## src/rtl/bitrev_pwm_pkg.sv

```systemverilog
package bitrev_pwm_pkg;

    typedef enum logic {
        CMP_MIRRORED = 1'b0,
        CMP_PLAIN    = 1'b1
    } cmp_mode_e;

    typedef struct packed {
        logic advance;
        logic wrap;
    } step_evt_t;

endpackage

```

## src/rtl/bitrev_pwm_prescaler.sv

```systemverilog
module bitrev_pwm_prescaler #(
    parameter int PW = 8
) (
    input  logic          clk,
    input  logic          rst,
    input  logic [PW-1:0] tc,
    output logic          tick
);
    logic [PW-1:0] div_q;

    assign tick = (div_q >= tc);

    always_ff @(posedge clk) begin
        if (rst)       div_q <= '0;
        else if (tick) div_q <= '0;
        else           div_q <= div_q + PW'(1);
    end

    // with a non-zero stable terminal count, enables are never adjacent
    a_r3_no_adjacent_tick: assert property (@(posedge clk) disable iff (rst)
        (tick && tc != '0) |=> (!tick || !$stable(tc)));

endmodule

```

## src/rtl/bitrev_pwm_counter.sv

```systemverilog
module bitrev_pwm_counter
    import bitrev_pwm_pkg::*;
#(
    parameter int N = 8
) (
    input  logic         clk,
    input  logic         rst,
    input  logic         en,
    output logic [N-1:0] cnt,
    output step_evt_t    evt
);
    logic [N-1:0] cnt_q;

    assign cnt         = cnt_q;
    assign evt.advance = en;
    assign evt.wrap    = en && (cnt_q == '1);

    always_ff @(posedge clk) begin
        if (rst)     cnt_q <= '0;
        else if (en) cnt_q <= cnt_q + N'(1);
    end

    // a wrap lands on zero
    a_r2_wrap_to_zero: assert property (@(posedge clk) disable iff (rst)
        evt.wrap |=> (cnt_q == '0));

    // no enable, no movement
    a_r2_hold_idle: assert property (@(posedge clk) disable iff (rst)
        !en |=> $stable(cnt_q));

endmodule

```

## src/rtl/bitrev_pwm_compare.sv

```systemverilog
module bitrev_pwm_compare
    import bitrev_pwm_pkg::*;
#(
    parameter int N = 8
) (
    input  cmp_mode_e    mode,
    input  logic [N-1:0] cnt,
    input  logic [N-1:0] duty,
    output logic         hit
);
    logic [N-1:0] mirrored;
    logic [N-1:0] operand;

    for (genvar i = 0; i < N; i++) begin : g_mirror
        assign mirrored[i] = cnt[N-1-i];
    end

    always_comb begin
        operand = (mode == CMP_PLAIN) ? cnt : mirrored;
        hit     = (duty > operand);
    end

endmodule

```

## src/rtl/bitrev_pwm_dac.sv

```systemverilog
module bitrev_pwm_dac
    import bitrev_pwm_pkg::*;
#(
    parameter int N  = 8,
    parameter int PW = 8
) (
    input  logic          clk,
    input  logic          rst,
    input  logic [N-1:0]  duty_in,
    input  logic          mode_in,
    input  logic [PW-1:0] presc_tc,
    output logic          pwm_out
);
    logic         step_en;
    logic [N-1:0] count;
    step_evt_t    evt;
    logic [N-1:0] duty_q;
    logic         hit;
    logic         out_q;

    bitrev_pwm_prescaler #(.PW(PW)) u_presc (
        .clk  (clk),
        .rst  (rst),
        .tc   (presc_tc),
        .tick (step_en)
    );

    bitrev_pwm_counter #(.N(N)) u_count (
        .clk (clk),
        .rst (rst),
        .en  (step_en),
        .cnt (count),
        .evt (evt)
    );

    bitrev_pwm_compare #(.N(N)) u_cmp (
        .mode (cmp_mode_e'(mode_in)),
        .cnt  (count),
        .duty (duty_q),
        .hit  (hit)
    );

    always_ff @(posedge clk) begin
        if (rst) begin
            duty_q <= '0;
            out_q  <= 1'b0;
        end else begin
            if (evt.wrap) duty_q <= duty_in;
            out_q <= hit;
        end
    end

    assign pwm_out = out_q;

    // the latched code moves only at a period boundary
    a_r7_duty_hold: assert property (@(posedge clk) disable iff (rst)
        !evt.wrap |=> $stable(duty_q));

    // a zero code never produces a high step
    a_r6_zero_low: assert property (@(posedge clk) disable iff (rst)
        (duty_q == '0) |=> !pwm_out);

endmodule

```

## config.mk

```make
export PLATFORM = sky130hd
export DESIGN_NAME = bitrev_pwm_dac
export DESIGN_NICKNAME = d
export VERILOG_FILES = /design/src/rtl/bitrev_pwm_pkg.sv /design/src/rtl/bitrev_pwm_prescaler.sv /design/src/rtl/bitrev_pwm_counter.sv /design/src/rtl/bitrev_pwm_compare.sv /design/src/rtl/bitrev_pwm_dac.sv
export SDC_FILE = /design/constraint.sdc
export NUM_CORES = 1
export LEC_CHECK = 0
export BUFFER_PORTS_ARGS = -buffer_cell sky130_fd_sc_hd__buf_2
export CORE_UTILIZATION = 50
export DETAILED_ROUTE_END_ITERATION = 10
export GPL_ROUTABILITY_DRIVEN = 0
export GPL_TIMING_DRIVEN = 0
export PLACE_DENSITY = 0.72
export SLEW_MARGIN = 20
export SYNTH_ARGS = -nofsm -noshare
export SYNTH_HDL_FRONTEND = slang
export SYNTH_HIERARCHICAL = 1
export SYNTH_SLANG_ARGS = --single-unit
```

## constraint.sdc

```tcl
create_clock -name clk -period 2.82 [get_ports clk]
set_input_delay 0.564 -clock clk [delete_from_list [all_inputs] [get_ports clk]]
set_output_delay 0.564 -clock clk [all_outputs]
set_load 0.01 [all_outputs]
```

* Yosys cells after proc, flatten, opt, wreduce, memory -nomap -nowiden *
Index checks and enable logic that the tools add are counted.

word-level totals
  bits of input ports = 19
  register bits = 25

cells by class
  multiplexer cells = 1
  add/subtract/negate cells = 2
  reduce and logical (&&, ||, !) cells = 2
  $lt $le $gt $ge = 2
  eq/ne operators = 1

operators with widths
  operator             number
  $add 8x1->8 const B  2
  $eq 8x8->1 const B   1
  $ge 8x8->1           1
  $gt 8x8->1           1
  $mux 8               1
  $reduce_or 2->1      1
  $logic_and 1x1->1    1

* Depth between registers and ports, before layout *
  depth in word-level cells = 2
  gate-level depth with buffers = 12

* Modules after synthesis *
Netlist, hierarchy kept.

by module, submodules not included
  module                times used  area an instance (µm²)  cells an instance  seq. area each (µm²)
  bitrev_pwm_prescaler  1           529.3                   59                 160.2
  bitrev_pwm_counter    1           361.6                   40                 160.2
  bitrev_pwm_dac        1           312.8                   28                 180.2
  bitrev_pwm_compare    1           271.5                   29                 0.0

* Worst setup path after synthesis *
Ideal clock, no wire load.

  path type = input to register
  from = input port presc_tc[2]
  to = register duty_q[0]
  data required time = 2.704 ns
  path slack = 0.363 ns
  arrival time = 2.340 ns
  library setup time = 0.116 ns
  stages on the path = 12
  path buffers = 2
  path through = inv_1 > ha_1 > or3_1 > a21oi_1 > o31ai_1 > buf_4 > nand3_1 > nor2_1 > and3_1 > buf_6 > mux2i_1 > nor2_1

RTL lines
  what                    RTL line              text
  start: declaration      bitrev_pwm_dac.sv:11  input logic [PW-1:0] presc_tc,
  end signal: assignment  bitrev_pwm_dac.sv:48  if (evt.wrap) duty_q <= duty_in;
  end: declaration        bitrev_pwm_dac.sv:17  logic [N-1:0] duty_q;

==> out/metrics.cfg <==
[layout]
final_cell_mix=nor2_1, dfxtp_1, buf_2, ha_1, mux2i_1
fin_nets=215
diodes=0
area_growth_pct=10.6
fill_cells=237
finalInstanceArea_um2=1620
drive_above_1_share=0.186
final_util=0.588
layoutNonFillerInstCount=208

[synth]
syn_area_per_cell_um2=9.47
syn_inst=155
synth_fp_nets=192
yosysWarningCount=6
syn-cell-area_um2=1470

[grt]
antenna_found_initial=0
grt_first_pass_wirelength_um=4420
grt_max_degree=14
grt_pass1_vias=1122
gr-usage-all-layers=0.180
overflow=0

[floorplanning]
die_area_um2=3160
num_io_pins=20
die_h_um=56.2
die_w_um=56.2
core-area_um2=2760
rows=19
start_util=0.532

[routing]
wl_per_cell_um=12.1
vias_per_cell=5.23
dr.pass1.iters=4
drt_iter0_markers=15
drc=0
totalWireLength_um=2520
dr_total_vias=1088
drtAntennaViolNets=0

[placed_design]
dp_cells=204
place_area_um2=1600
pre_cts_slack_ns=0.151
numPortBuffers=18
dp_hpwl_um=2030

[sta]
setup_viol=0
fin_crit_ns=2.35
tns_ns=0
hold-worst-slack_ns=0.469
hold_viol=0
max_freq_ghz=0.426
layout_worst_path_cycle_share=0.832
tightest_slew_ns=0.419
clock_skew_ns=0.00979
slew_headroom=0.720
rsz0062_at_grt=false
layout_setup_ws_ns=0.472
slew_viol_final=0

[clock_network]
clk_latency_ns=0.32
root_buffer=clkbuf_4
clkTransAtPathRegs_ns=0.13
clock_sinks=25
hold_buffers=0
cts_tree=done
h-tree-depth=1
cts_made_buffers=3
post_cts_resized=0
post_cts_buffers=0
ctsLongestPathBuffers=2

[run]
drv_cap=0

[min_path]
min_to=duty_q[1]
hold_depth=3
hp-class=primary input to flip-flop
hold_start=duty_in[1]

[power_and_ir_drop]
irDropWorstVdd_mv=0.292
leakage_nw=0.731
pwr_density_cell_nw_per_um2=359
power_uw=582

[setup_path]
timing.reg2reg.setup_slack_ns=0.47
max_stage_delay_ns=0.41
worst_ep_required_time_ns=3.03
rr_startpoint=u_presc/div_q[2]
crit_path_end_kind=flip-flop
r2r_end=duty_q[7]
cp_max_fo=8
worstPathArrival_ns=2.56
path_common_cell=nor2_1
r2r_cells=11
crit_path_start_kind=flip-flop
critPathKind=flip-flop to flip-flop
slowest_stage=dfxtp_1
crit_chain=ha_1 -> or3_1 -> a21oi_1 -> o31ai_1 -> buf_4 -> nand3_1 -> nor2_1 -> and3_1 -> buf_6 -> mux2i_1 -> nor2_1

[outcome]
status=complete, no violations

[power by group]
group          total [mW]  internal (mW)  switching [mW]
Clock               0.157         0.0553           0.102
Sequential          0.362          0.358         0.00424
Combinational      0.0628         0.0317          0.0311
[registers in the layout, summed over array words and instances, names as in the netlist]
name           cells
u_count/cnt        8
pwm_out            1
u_presc/div_q      8
duty_q             8
[metal layers]
layer  vias up  track usage  part of all wire
li1        580            -                 -
met1       492        0.189              0.44
met2        14        0.342              0.52
met3         2       0.0488             0.031
met4         0       0.0557            0.0087
met5         -            0                 0
[worst max-delay path by stage]
| stage | slack, ns | endpoint | depth (start not counted) | from |
|---|---|---|---|---|
| detailed placement | 0.15 | duty_q[7] | 13 | presc_tc[2] |
| floorplan | 0.39 | duty_q[0] | 12 | presc_tc[2] |
| CTS | 0.45 | duty_q[7] | 11 | u_presc/div_q[2] |
| global placement | 0.19 | duty_q[5] | 13 | presc_tc[2] |
| global route | 0.32 | duty_q[2] | 11 | u_presc/div_q[2] |
| finish | 0.47 | duty_q[7] | 11 | u_presc/div_q[2] |
[cell type report]
| type | instances | area [µm²] | area share |
|---|---|---|---|
| clock buffer | 4 | 26.3 | 0.0162 |
| buffer | 5 | 35.0 | 0.0216 |
| sequential | 25 | 500 | 0.308 |
| inverter | 11 | 41.3 | 0.0254 |
| multi-input combinational | 114 | 891 | 0.549 |
| timing repair buffer | 18 | 90.1 | 0.0555 |
| tap | 31 | 38.8 | 0.0239 |
[worst max-delay path: cells and delay by family, from the launching register on]
| family | cells | cell delay, ns |
|---|---|---|
| AOI/OAI and AO/OA | 2 | 0.40 |
| adders and majority gates | 1 | 0.26 |
| buffers and inverters | 2 | 0.32 |
| DFF | 1 | 0.41 |
| muxes | 1 | 0.15 |
| and+or+nand+nor | 5 | 0.70 |
Power figures use the tool's default switching activity.
